[src/rtl/blk_admit_pkg.sv]
package blk_admit_pkg;
  function automatic int unsigned ceil_div(input int unsigned num, input int unsigned den);
    return (num + den - 1) / den;
  endfunction
endpackage

[src/rtl/blk_slot_table.sv]
module blk_slot_table #(
  parameter int NSLOT  = 8,
  parameter int SLOT_W = 3,
  parameter int THR_W  = 10,
  parameter int SMEM_W = 15
) (
  input  logic              clk,
  input  logic              rst,
  input  logic              alloc_en,
  input  logic [SLOT_W-1:0] alloc_slot,
  input  logic [THR_W-1:0]  alloc_thr,
  input  logic [SMEM_W-1:0] alloc_smem,
  input  logic              rel_en,
  input  logic [SLOT_W-1:0] rel_slot,
  output logic [NSLOT-1:0]  busy,
  output logic              rel_hit,
  output logic [THR_W-1:0]  rel_thr,
  output logic [SMEM_W-1:0] rel_smem
);
  logic [THR_W-1:0]  thr_mem  [NSLOT];
  logic [SMEM_W-1:0] smem_mem [NSLOT];

  always_ff @(posedge clk) begin
    if (alloc_en) begin
      thr_mem[alloc_slot]  <= alloc_thr;
      smem_mem[alloc_slot] <= alloc_smem;
    end
  end

  assign rel_hit  = rel_en && (32'(rel_slot) < NSLOT) && busy[rel_slot];
  assign rel_thr  = rel_hit ? thr_mem[rel_slot]  : '0;
  assign rel_smem = rel_hit ? smem_mem[rel_slot] : '0;

  for (genvar i = 0; i < NSLOT; i++) begin : g_slot
    logic occ_q;
    always_ff @(posedge clk) begin
      if (rst)                                          occ_q <= 1'b0;
      else if (alloc_en && alloc_slot == SLOT_W'(i))    occ_q <= 1'b1;
      else if (rel_hit && rel_slot == SLOT_W'(i))       occ_q <= 1'b0;
    end
    assign busy[i] = occ_q;
  end
endmodule

[src/rtl/blk_free_pick.sv]
module blk_free_pick #(
  parameter int NSLOT  = 8,
  parameter int SLOT_W = 3
) (
  input  logic [NSLOT-1:0]  busy,
  input  logic              rel_hit,
  input  logic [SLOT_W-1:0] rel_slot,
  output logic              any_free,
  output logic [SLOT_W-1:0] pick
);
  logic [NSLOT-1:0] free_m;

  for (genvar i = 0; i < NSLOT; i++) begin : g_free
    assign free_m[i] = !busy[i] || (rel_hit && rel_slot == SLOT_W'(i));
  end

  always_comb begin
    pick = '0;
    for (int i = NSLOT - 1; i >= 0; i--) begin
      if (free_m[i]) pick = SLOT_W'(i);
    end
  end

  assign any_free = |free_m;
endmodule

[src/rtl/blk_budget_acct.sv]
module blk_budget_acct #(
  parameter int MAX_THREADS = 768,
  parameter int SMEM_BYTES  = 16384,
  parameter int REQ_THR_W   = 11,
  parameter int REQ_SMEM_W  = 15,
  parameter int THR_W       = 10,
  parameter int SMEM_W      = 15,
  parameter int BLK_W       = 4
) (
  input  logic                  clk,
  input  logic                  rst,
  input  logic                  alloc_en,
  input  logic [REQ_THR_W-1:0]  req_thr,
  input  logic [REQ_SMEM_W-1:0] req_smem,
  input  logic                  rel_hit,
  input  logic [THR_W-1:0]      rel_thr,
  input  logic [SMEM_W-1:0]     rel_smem,
  output logic [THR_W-1:0]      thr_used,
  output logic [SMEM_W-1:0]     smem_used,
  output logic [BLK_W-1:0]      blk_used,
  output logic                  fit_thr,
  output logic                  fit_smem
);
  logic [31:0] thr_after, smem_after, req_thr_w, req_smem_w;

  assign req_thr_w  = 32'(req_thr);
  assign req_smem_w = 32'(req_smem);
  assign thr_after  = 32'(thr_used)  - 32'(rel_thr);
  assign smem_after = 32'(smem_used) - 32'(rel_smem);

  assign fit_thr  = (req_thr_w != 0) && (req_thr_w <= 32'(MAX_THREADS) - thr_after);
  assign fit_smem = req_smem_w <= 32'(SMEM_BYTES) - smem_after;

  always_ff @(posedge clk) begin
    if (rst) begin
      thr_used  <= '0;
      smem_used <= '0;
      blk_used  <= '0;
    end else begin
      thr_used  <= THR_W'(thr_after + (alloc_en ? req_thr_w : 32'd0));
      smem_used <= SMEM_W'(smem_after + (alloc_en ? req_smem_w : 32'd0));
      blk_used  <= BLK_W'(32'(blk_used) - (rel_hit ? 32'd1 : 32'd0) + (alloc_en ? 32'd1 : 32'd0));
    end
  end
endmodule

[src/rtl/blk_admit_ctrl.sv]
module blk_admit_ctrl #(
  parameter int MAX_BLOCKS  = 8,
  parameter int MAX_THREADS = 768,
  parameter int SMEM_BYTES  = 16384,
  parameter int WARP_SIZE   = 32,
  parameter int REQ_THR_W   = $clog2(MAX_THREADS) + 1,
  parameter int REQ_SMEM_W  = $clog2(SMEM_BYTES + 1),
  localparam int SLOT_W     = (MAX_BLOCKS > 1) ? $clog2(MAX_BLOCKS) : 1,
  localparam int THR_W      = $clog2(MAX_THREADS + 1),
  localparam int SMEM_W     = $clog2(SMEM_BYTES + 1),
  localparam int BLK_W      = $clog2(MAX_BLOCKS + 1),
  localparam int WARP_W     = $clog2(MAX_THREADS / WARP_SIZE + 1)
) (
  input  logic                  clk,
  input  logic                  rst,
  input  logic                  req_valid,
  output logic                  req_ready,
  input  logic [REQ_THR_W-1:0]  req_threads,
  input  logic [REQ_SMEM_W-1:0] req_smem,
  output logic                  grant_valid,
  output logic [SLOT_W-1:0]     grant_slot,
  output logic [WARP_W-1:0]     grant_warps,
  input  logic                  done_valid,
  input  logic [SLOT_W-1:0]     done_slot,
  output logic [THR_W-1:0]      threads_in_use,
  output logic [SMEM_W-1:0]     smem_in_use,
  output logic [BLK_W-1:0]      blocks_in_use
);
  import blk_admit_pkg::*;

  logic [MAX_BLOCKS-1:0] busy;
  logic                  rel_hit, any_free, fit_thr, fit_smem, accept;
  logic [THR_W-1:0]      rel_thr;
  logic [SMEM_W-1:0]     rel_smem;
  logic [SLOT_W-1:0]     pick;

  blk_slot_table #(
    .NSLOT(MAX_BLOCKS), .SLOT_W(SLOT_W), .THR_W(THR_W), .SMEM_W(SMEM_W)
  ) u_table (
    .clk(clk), .rst(rst),
    .alloc_en(accept), .alloc_slot(pick),
    .alloc_thr(THR_W'(req_threads)), .alloc_smem(SMEM_W'(req_smem)),
    .rel_en(done_valid), .rel_slot(done_slot),
    .busy(busy), .rel_hit(rel_hit), .rel_thr(rel_thr), .rel_smem(rel_smem)
  );

  blk_free_pick #(.NSLOT(MAX_BLOCKS), .SLOT_W(SLOT_W)) u_pick (
    .busy(busy), .rel_hit(rel_hit), .rel_slot(done_slot),
    .any_free(any_free), .pick(pick)
  );

  blk_budget_acct #(
    .MAX_THREADS(MAX_THREADS), .SMEM_BYTES(SMEM_BYTES),
    .REQ_THR_W(REQ_THR_W), .REQ_SMEM_W(REQ_SMEM_W),
    .THR_W(THR_W), .SMEM_W(SMEM_W), .BLK_W(BLK_W)
  ) u_acct (
    .clk(clk), .rst(rst), .alloc_en(accept),
    .req_thr(req_threads), .req_smem(req_smem),
    .rel_hit(rel_hit), .rel_thr(rel_thr), .rel_smem(rel_smem),
    .thr_used(threads_in_use), .smem_used(smem_in_use), .blk_used(blocks_in_use),
    .fit_thr(fit_thr), .fit_smem(fit_smem)
  );

  assign req_ready = any_free && fit_thr && fit_smem;
  assign accept    = req_valid && req_ready;

  always_ff @(posedge clk) begin
    if (rst) begin
      grant_valid <= 1'b0;
      grant_slot  <= '0;
      grant_warps <= '0;
    end else begin
      grant_valid <= accept;
      if (accept) begin
        grant_slot  <= pick;
        grant_warps <= WARP_W'(ceil_div(32'(req_threads), WARP_SIZE));
      end
    end
  end
endmodule

[config.mk]
export PLATFORM = sky130hd
export DESIGN_NAME = blk_admit_ctrl
export DESIGN_NICKNAME = d
export VERILOG_FILES = /design/src/rtl/blk_admit_pkg.sv /design/src/rtl/blk_slot_table.sv /design/src/rtl/blk_free_pick.sv /design/src/rtl/blk_budget_acct.sv /design/src/rtl/blk_admit_ctrl.sv
export SDC_FILE = /design/constraint.sdc
export NUM_CORES = 1
export LEC_CHECK = 0
export ABC_CLOCK_PERIOD_IN_PS = 17030
export BUFFER_PORTS_ARGS = -buffer_cell sky130_fd_sc_hd__buf_4
export CORE_AREA = 2 2 232 234
export DETAILED_ROUTE_END_ITERATION = 8
export DIE_AREA = 0 0 234 236
export REMOVE_ABC_BUFFERS = 1
export SYNTH_ARGS = -nofsm -noshare
export SYNTH_HDL_FRONTEND = slang
export SYNTH_SLANG_ARGS = --single-unit
[constraint.sdc]
create_clock -name clk -period 17.03 [get_ports clk]
set_input_delay 1.703 -clock clk [delete_from_list [all_inputs] [get_ports clk]]
set_output_delay 1.703 -clock clk [all_outputs]
set_load 0.05 [all_outputs]
==> results.json, run 1 <==
{
  "die_area_mm2": 0.0552,
  "ys_seq_area_share_pct": 52.9,
  "postCtsSetupBuffers": 0,
  "wirelength_um": 32500,
  "finalSetupViolCount": 0,
  "num_vias": 8575,
  "power_mw": 3.11,
  "maxSlewHeadroom_pct": 30.1,
  "synth.distinct_cells": 80,
  "cp-start-kind": "input port",
  "endpoint_kind": "flop",
  "status": "complete, no violations",
  "worst-setup-path-type": "in -> reg",
  "critPathMaxFanout": 57,
  "synth_ff_type": "edfxtp_1",
  "hold_buffers": 0,
  "syn_area_mm2": 0.0131,
  "overflow": 0,
  "path_clk_slew_ns": 0.07,
  "die_w_um": 234,
  "fin_worst_skew_ns": 0.0152,
  "synth_top_family_by_area": "multiplexers",
  "coreArea_mm2": 0.0531,
  "buffer_ports.inserted": 71,
  "drt_iter0_drc": 567,
  "insertion_delay_ns": 0.54,
  "numCtsBuffers": 25,
  "hold_viol": 0,
  "wire_per_inst_um": 18.1,
  "area_growth_pct": 17.1,
  "cp_slowest_cell": "inv_1",
  "row_count": 85,
  "holdWs_ns": 0.493,
  "synth-xor-area-share_pct": 3.80,
  "synth-simple-area-share_pct": 11.1,
  "reg2reg_depth": 36,
  "htree_num_levels": 1,
  "reg2reg_to": "u_acct.smem_used[14]$_SDFF_PP0_",
  "p_leak_nw": 5.49,
  "clk_root_buffer_cell": "clkbuf_16",
  "synth_mux_area_share_pct": 11.2,
  "initial_core_util_pct": 24.7,
  "yosys.area_share.adder_pct": 9.08,
  "first_global_vias": 8559,
  "syn_inst": 1002,
  "startpoint": "done_slot[1]",
  "grt.total_usage_pct": 11.7,
  "r2r-start": "u_table.g_slot[1].occ_q$_SDFFE_PP0P_",
  "worst_slew_pin_slew_ns": 1.04,
  "max_freq_ghz": 0.0936,
  "stdcell_count": 1792,
  "dieHeight_um": 236,
  "antenna_found_initial": 0,
  "layout-drive-gt1-share_pct": 22.2,
  "r2r_setup_slack_ns": 7.81,
  "grt_pass1_wl_um": 50000,
  "rsz0062_at_grt": "no",
  "hpwl_um": 22400,
  "cap_violations": 0,
  "cp.arrival_ns": 11.15,
  "postRouteAntennaNets": 0,
  "grt_max_degree": 58,
  "cts_buffer_depth": 3,
  "antenna_cells": 0,
  "avgSynthCellArea_um2": 13.1,
  "place_congestion": 0.809,
  "cts_tree": "yes",
  "synth_edf_count": 200,
  "nets": 1202,
  "cp.required_ns": 17.49,
  "first_pass_iters": 5,
  "dpl.cell_count": 1746,
  "cts-resized-gates": 0,
  "crit_path_end": "u_acct.smem_used[14]$_SDFF_PP0_",
  "fin_setup_tns_ns": 0,
  "async_reset_ff_share_pct": 0,
  "post-route-period-util_pct": 62.7,
  "yosys_register_bits": 246,
  "ir_worst_vdd_mv": 0.153,
  "min_path_type": "reg -> reg",
  "synth_compound_area_share_pct": 9.48,
  "power_density_mw_per_mm2": 203,
  "cp_slowest_stage_delay_ns": 0.74,
  "drc": 0,
  "cts_sinks": 246,
  "postLayoutCoreUtil_pct": 28.9,
  "viasPerCell": 4.79,
  "final_max_slew_viol_count": 0,
  "ioPinCount": 72,
  "timing.final.crit_period_ns": 10.68,
  "synth.yosys.warnings": 0
}
==> layout by cell type, fill, tap and decap left out, drive strengths merged, types with 12 or more instances in the layout <==
cell type / synthesis / routed
xnor2: 31 / 31
nand3: 12 / 12
a21oi: 46 / 46
nor2: 60 / 60
clkbuf: 25 / 25
a21o: 15 / 15
dfxtp: 46 / 46
mux2: 23 / 23
xor2: 24 / 24
edfxtp: 200 / 200
nand4: 13 / 13
nand2: 58 / 58
inv: 43 / 49
o21ai: 41 / 41
nor3: 30 / 30
ha: 87 / 87
mux4: 52 / 52
nor2b: 12 / 12
and3: 22 / 22
buf: 10 / 83
==> cell usage after synthesis (11+ instances only) <==
master	n	area share, %
nor3_1	29	1.1
dfxtp_1	46	7.0
mux4_2	52	8.9
o21ai_0	39	1.5
and3_1	20	0.96
nand2b_1	11	0.53
nand4_1	13	0.62
xor2_1	24	1.6
xnor2_1	29	1.9
nand2_1	57	1.6
nand3_1	12	0.46
edfxtp_1	200	46
mux2_2	23	2.0
clkbuf_1	24	0.69
nor2b_1	12	0.57
inv_1	41	1.2
ha_1	87	8.3
a21o_1	13	0.75
nor2_1	60	1.7
a21oi_1	45	1.7
==> worst max-delay path, delay by kind of cell <==
kind / cells / cell delay (ns)
xor gates and xnor gates: 1 / 0.14
muxes: 2 / 0.51
AOI/OAI and AO/OA: 9 / 2.10
adders and majority gates: 5 / 1.49
buffers and inverters: 5 / 1.79
and+or+nand+nor: 15 / 3.36
==> worst min path at each step <==
stage	startpoint	to	slack (ns)	cells past startpoint
3_5_place_dp	grant_warps[0]$_SDFFE_PP0N_	grant_warps[0]$_SDFFE_PP0N_	0.48	2
2_1_floorplan	u_table.g_slot[4].occ_q$_SDFFE_PP0P_	u_table.g_slot[4].occ_q$_SDFFE_PP0P_	0.52	2
3_3_place_gp	grant_warps[0]$_SDFFE_PP0N_	grant_warps[0]$_SDFFE_PP0N_	0.47	2
6_report	grant_warps[0]$_SDFFE_PP0N_	grant_warps[0]$_SDFFE_PP0N_	0.49	2
4_1_cts	grant_warps[0]$_SDFFE_PP0N_	grant_warps[0]$_SDFFE_PP0N_	0.49	2
5_1_grt	grant_warps[0]$_SDFFE_PP0N_	grant_warps[0]$_SDFFE_PP0N_	0.50	2
==> cell type report <==
class                   count  area [um^2]
clock inverters            21          248
fillers                  5355        37700
well taps                 696          871
inverters                  43          161
repair buffers             83          623
multi-input cells         678         5880
clock buffers              25          626
flip-flops and latches    246         6930
==> cells by family after synthesis <==
kind of cell,after synthesis
buffers and inverters,78
AND/OR/NAND/NOR,272
adder cells (fa/ha/maj),92
flip-flops,246
XOR/XNOR,55
multiplexers,78
AO/OA/AOI/OAI,181
==> through the flow <==
stage | setup slack [ns] | area (um^2)
after floorplan | 7.57 | 12900
after global placement | 5.93 | 14500
after detailed placement | 5.80 | 14500
after CTS | 6.35 | 15300
after global routing | 5.69 | 15300
final | 6.35 | 15300
==> layer usage <==
layer / up-vias / global-route usage, % / wire (um)
met1: 4266 / 17.1 / 15300
met3: 47 / 2.21 / 2080
met2: 250 / 18.1 / 14600
met5: - / 0 / 0
met4: 0 / 2.21 / 557
li1: 4012 / - / -
==> flip-flops by register name (all words and copies together) (netlist names) <==
name and cells:
u_acct.blk_used 4, grant_valid 1, u_table.thr_mem 80, u_acct.smem_used 15, grant_slot 3, u_acct.thr_used 10, u_table.smem_mem 120, u_table.g_slot.occ_q 8
grant_warps 5
==> report_power, final <==
group | total [mW] | leakage (nW) | switching, mW | internal (mW)
combinational | 1.72 | 2.86 | 1.04 | 0.682
clock | 0.592 | 0.427 | 0.244 | 0.348
sequential | 0.795 | 2.19 | 0.0416 | 0.754
(Power assumes the default switching activity.)
==> run 2: changes to the inputs <==
--- a/config.mk
+++ b/config.mk
@@ -5,7 +5,7 @@
 export SDC_FILE = /design/constraint.sdc
 export NUM_CORES = 1
 export LEC_CHECK = 0
-export ABC_CLOCK_PERIOD_IN_PS = 17030
+export ABC_CLOCK_PERIOD_IN_PS = 9900
 export BUFFER_PORTS_ARGS = -buffer_cell sky130_fd_sc_hd__buf_4
 export CORE_AREA = 2 2 232 234
 export DETAILED_ROUTE_END_ITERATION = 8
==> constraint.sdc (replaced) <==
create_clock -name clk -period 9.9 [get_ports clk]
set_input_delay 0.99 -clock clk [delete_from_list [all_inputs] [get_ports clk]]
set_output_delay 0.99 -clock clk [all_outputs]
set_load 0.05 [all_outputs]
==> results.json, run 2 (synthesis results as in run 1) <==
{
  "status": "complete, no violations",
  "initial_core_util_pct": 24.7,
  "fin_worst_skew_ns": 0.0152,
  "cts_tree": "yes",
  "p_leak_nw": 5.52,
  "ir_worst_vdd_mv": 0.247,
  "crit_top_cell": "ha_1",
  "grt_max_degree": 48,
  "post-route-period-util_pct": 90.2,
  "coreArea_mm2": 0.0531,
  "clk_root_buffer_cell": "clkbuf_16",
  "min_path_type": "reg -> reg",
  "die_w_um": 234,
  "drc": 0,
  "max_freq_ghz": 0.112,
  "cp-start-kind": "input port",
  "viasPerCell": 4.78,
  "drt_iter0_drc": 748,
  "timing.final.crit_period_ns": 8.93,
  "antenna_cells": 0,
  "final_cell_mix": "edfxtp_1 (200), buf_4 (89), ha_1 (87)",
  "cts-resized-gates": 0,
  "ioPinCount": 72,
  "hpwl_um": 22400,
  "hold_viol": 0,
  "cts_sinks": 246,
  "path_clk_slew_ns": 0.07,
  "hold_buffers": 0,
  "nets": 1209,
  "num_vias": 8610,
  "wirelength_um": 33000,
  "dpl.cell_count": 1752,
  "postCtsSetupBuffers": 0,
  "cp.arrival_ns": 9.41,
  "maxSlewHeadroom_pct": 48.2,
  "endpoint_kind": "flop",
  "cp_slowest_stage_delay_ns": 0.55,
  "rsz0062_at_grt": "no",
  "postLayoutCoreUtil_pct": 29.0,
  "area_growth_pct": 17.6,
  "grt.total_usage_pct": 11.9,
  "final_max_slew_viol_count": 0,
  "power_density_mw_per_mm2": 349,
  "first_global_vias": 8858,
  "worst-setup-path-type": "in -> reg",
  "critPathMaxFanout": 20,
  "cp.required_ns": 10.38,
  "insertion_delay_ns": 0.55,
  "row_count": 85,
  "dpl_worst_slack_ns": 0.492,
  "final_common_cell": "edfxtp_1",
  "largest_reg_flops": 120,
  "largestRegisters": "u_table.smem_mem: 120 flops, u_table.thr_mem: 80 flops, u_acct.smem_used: 15 flops",
  "finalSetupViolCount": 0,
  "overflow": 0,
  "place_congestion": 0.829,
  "cap_violations": 0,
  "cts_buffer_depth": 3,
  "buffer_ports.inserted": 71,
  "worst_slew_pin_slew_ns": 0.775,
  "grt_pass1_wl_um": 50800,
  "antenna_found_initial": 0,
  "die_area_mm2": 0.0552,
  "numCtsBuffers": 26,
  "layout-drive-gt1-share_pct": 22.4,
  "fin_setup_tns_ns": 0,
  "wire_per_inst_um": 18.3,
  "htree_num_levels": 1,
  "fin_ws_ns": 0.969,
  "stdcell_count": 1800,
  "postRouteAntennaNets": 0,
  "top_register": "u_table.smem_mem",
  "cp_slowest_cell": "mux4_2",
  "first_pass_iters": 5,
  "dieHeight_um": 236
}
## run 2: changes by cell type in the layout (fill, tap and decap cells not counted), moves of 2 or more
cell       previous run  this run
clkinv_1              6         2
buf_4                83        89
inv_6                 6         3
clkbuf_16            25        27
clkbuf_1              0         8
## run 2: through the flow
step	instance area [um^2]	power, mW	hold slack, ns
2_1_floorplan	12900	3.60	0.515
3_3_place_gp	14500	4.30	0.476
3_5_place_dp	14500	4.34	0.489
4_1_cts	15400	5.39	0.501
5_1_grt	15400	5.77	0.511
6_report	15400	5.37	0.494
## run 2: power by group
part	switching, mW	internal, mW
logic	1.80	1.18
clock network	0.417	0.608
registers	0.0641	1.30
total	2.29	3.08
## run 2: path summary, 6_finish.rpt
| path | start | endpoint | slack (ns) | depth (start not counted) |
|---|---|---|---|---|
| max reg2reg | u_table.g_slot[1].occ_q$_SDFFE_PP0P_ | u_acct.smem_used[14]$_SDFF_PP0_ | 1.57 | 36 |
| max | done_slot[0] | u_acct.smem_used[14]$_SDFF_PP0_ | 0.97 | 36 |
| min | grant_warps[0]$_SDFFE_PP0N_ | grant_warps[0]$_SDFFE_PP0N_ | 0.49 | 2 |
| min reg2reg | grant_warps[0]$_SDFFE_PP0N_ | grant_warps[0]$_SDFFE_PP0N_ | 0.49 | 2 |
## run 2: critical path, delay by kind of cell
family	cells	cell delay (ns)
adder cells (fa/ha/maj)	7	2.01
multiplexers	2	0.76
AO/OA/AOI/OAI	8	2.09
buffers and inverters	7	1.31
AND/OR/NAND/NOR	11	2.03
XOR/XNOR	1	0.15
## run 2: area by class of cell
class                   count  area, um^2
fillers                  5328       37700
flip-flops and latches    246        6930
multi-input cells         678        5880
well taps                 696         871
clock buffers              35         706
repair buffers             89         668
clock inverters            13         178
inverters                  43         161
## run 2: metal layers
metal  track usage, %  up-vias  share of wire, %
li1                 -     4033                 -
met1             17.0     4297                47
met2             19.1      235                46
met3             1.80       45               5.6
met4             2.59        0               1.7
met5                0        -                 0
==> run 3: changes to the inputs <==
--- a/config.mk
+++ b/config.mk
@@ -10,6 +10,7 @@
 export CORE_AREA = 2 2 232 234
 export DETAILED_ROUTE_END_ITERATION = 8
 export DIE_AREA = 0 0 234 236
+export RECOVER_POWER = 100
 export REMOVE_ABC_BUFFERS = 1
 export SYNTH_ARGS = -nofsm -noshare
 export SYNTH_HDL_FRONTEND = slang
==> results.json, run 3 (synthesis results as in run 1) <==
{
  "nets": 1209,
  "clk_root_buffer_cell": "clkbuf_16",
  "fin_ws_ns": 0.921,
  "hold_buffers": 0,
  "ir_worst_vdd_mv": 0.229,
  "buffer_ports.inserted": 71,
  "cp.required_ns": 10.38,
  "p_seq_share_pct": 25.9,
  "initial_core_util_pct": 24.7,
  "p_int_mw": 3.01,
  "cp.arrival_ns": 9.46,
  "ioPinCount": 72,
  "drt_iter0_drc": 694,
  "worst-setup-path-type": "in -> reg",
  "cp-start-kind": "input port",
  "dpl_cell_area_mm2": 0.0145,
  "largest_reg_flops": 120,
  "power_density_mw_per_mm2": 351,
  "violations": "capacitance limit, slew limit",
  "grt.total_usage_pct": 11.9,
  "cp_slowest_stage_delay_ns": 0.58,
  "p_leak_nw": 5.22,
  "min_path_type": "reg -> reg",
  "num_vias": 8686,
  "first_global_vias": 8858,
  "overflow": 0,
  "comb_power_share_pct": 54.7,
  "die_area_mm2": 0.0552,
  "fin_area_mm2": 0.0151,
  "r2r-start": "u_table.g_slot[1].occ_q$_SDFFE_PP0P_",
  "fin_setup_tns_ns": 0,
  "htree_num_levels": 1,
  "cts-resized-gates": 0,
  "critPathMaxFanout": 23,
  "numCtsBuffers": 26,
  "final_cell_mix": "edfxtp_1 (200), ha_1 (87), clkbuf_1 (80)",
  "first_pass_iters": 7,
  "switching_share_pct": 43.0,
  "hpwl_um": 22400,
  "cp_slowest_cell": "o32ai_2",
  "largestRegisters": "u_table.smem_mem: 120 flops, u_table.thr_mem: 80 flops, u_acct.smem_used: 15 flops",
  "grt_pass1_wl_um": 50800,
  "hold_viol": 0,
  "path_clk_slew_ns": 0.07,
  "final_common_cell": "edfxtp_1",
  "worst_slew_pin_slew_ns": 2.01,
  "cts_tree": "yes",
  "cts_sinks": 246,
  "stdcell_count": 1800,
  "rsz0062_at_grt": "no",
  "dieHeight_um": 236,
  "finalSetupViolCount": 0,
  "endpoint_kind": "flop",
  "clockPowerShare_pct": 19.4,
  "area_growth_pct": 15.0,
  "startpoint": "done_slot[0]",
  "worstHoldStart": "grant_warps[0]$_SDFFE_PP0N_",
  "post-route-period-util_pct": 90.7,
  "wire_per_inst_um": 18.3,
  "top_register": "u_table.smem_mem",
  "dpl_worst_slack_ns": 0.492,
  "p_sw_mw": 2.27,
  "grt_max_degree": 48,
  "final_max_slew_viol_count": 153,
  "maxSlewHeadroom_pct": -33.9,
  "viasPerCell": 4.83,
  "place_congestion": 0.829,
  "postRouteAntennaNets": 0,
  "timing.final.crit_period_ns": 8.98,
  "cts_buffer_depth": 3,
  "antenna_cells": 0,
  "layout-drive-gt1-share_pct": 14.7,
  "postCtsSetupBuffers": 0,
  "row_count": 85,
  "die_w_um": 234,
  "antenna_found_initial": 0,
  "max_freq_ghz": 0.111,
  "cap_violations": 6,
  "drc": 0,
  "fin_worst_skew_ns": 0.0165,
  "status": "finished, violations left",
  "crit_top_cell": "a21oi_1",
  "insertion_delay_ns": 0.55,
  "coreArea_mm2": 0.0531,
  "n_fill_cell": 5396,
  "dpl.cell_count": 1752,
  "wirelength_um": 32900
}
==> run 3: cell count changes in the layout (fill, tap and decap cells not counted), moves of 2 or more <==
| cell | before | now |
|---|---|---|
| buf_4 | 89 | 16 |
| clkbuf_1 | 8 | 80 |
| nor3_1 | 23 | 29 |
| nor3_2 | 7 | 1 |
| and2_0 | 0 | 2 |
| and2_1 | 7 | 5 |
| nor3b_1 | 0 | 2 |
| nor3b_2 | 2 | 0 |
==> run 3: power by group through the flow <==
| stage | combinational (mW) | sequential (mW) | clock (mW) |
|---|---|---|---|
| 6_report | 2.89 | 1.37 | 1.03 |
| 4_1_cts | 2.98 | 1.36 | 1.05 |
| 3_3_place_gp | 2.92 | 1.38 | 0 |
| 5_1_grt | 3.21 | 1.38 | 1.09 |
| 3_5_place_dp | 2.95 | 1.38 | 0 |
| 2_1_floorplan | 2.02 | 1.57 | 0 |
==> run 3: layer usage <==
metal	wire length, um	vias up	global-route usage [%]
met1	15400	4335	17.0
li1	-	4033	-
met4	612	0	2.59
met2	14900	270	19.1
met5	0	-	0
met3	2000	48	1.80
==> run 3: final timing paths <==
| path | endpoint | slack [ns] | depth (start not counted) |
|---|---|---|---|
| setup / recovery | u_acct.smem_used[14]$_SDFF_PP0_ | 0.92 | 37 |
| hold / removal | grant_warps[0]$_SDFFE_PP0N_ | 0.49 | 2 |
| setup reg to reg | u_acct.smem_used[14]$_SDFF_PP0_ | 1.41 | 36 |
| hold reg to reg | grant_warps[0]$_SDFFE_PP0N_ | 0.49 | 2 |
==> run 3: final cells by class <==
type	count	area, um^2	share of cell area, %
sequential	246	6930	46.0
inverter	43	161	1.07
multi-input combinational	678	5810	38.6
tap	696	871	5.79
clock inverter	13	178	1.18
clock buffer	35	706	4.69
timing repair buffer	89	395	2.63
==> run 3: worst max-delay path: cells and delay by family <==
| kind | cells | cell delay (ns) |
|---|---|---|
| buffers and inverters | 5 | 0.73 |
| adder cells (fa/ha/maj) | 4 | 1.31 |
| AO/OA/AOI/OAI | 13 | 3.65 |
| multiplexers | 2 | 0.83 |
| XOR/XNOR | 2 | 0.32 |
| AND/OR/NAND/NOR | 11 | 1.57 |
==> run 3: metrics by stage <==
| stage | hold WS, ns | power (mW) | utilization [%] |
|---|---|---|---|
| 3_3_place_gp | 0.476 | 4.30 | 27.3 |
| 5_1_grt | 0.508 | 5.68 | 28.4 |
| 3_5_place_dp | 0.489 | 4.34 | 27.3 |
| 2_1_floorplan | 0.515 | 3.60 | - |
| 6_report | 0.494 | 5.28 | 28.4 |
| 4_1_cts | 0.501 | 5.39 | 29.0 |
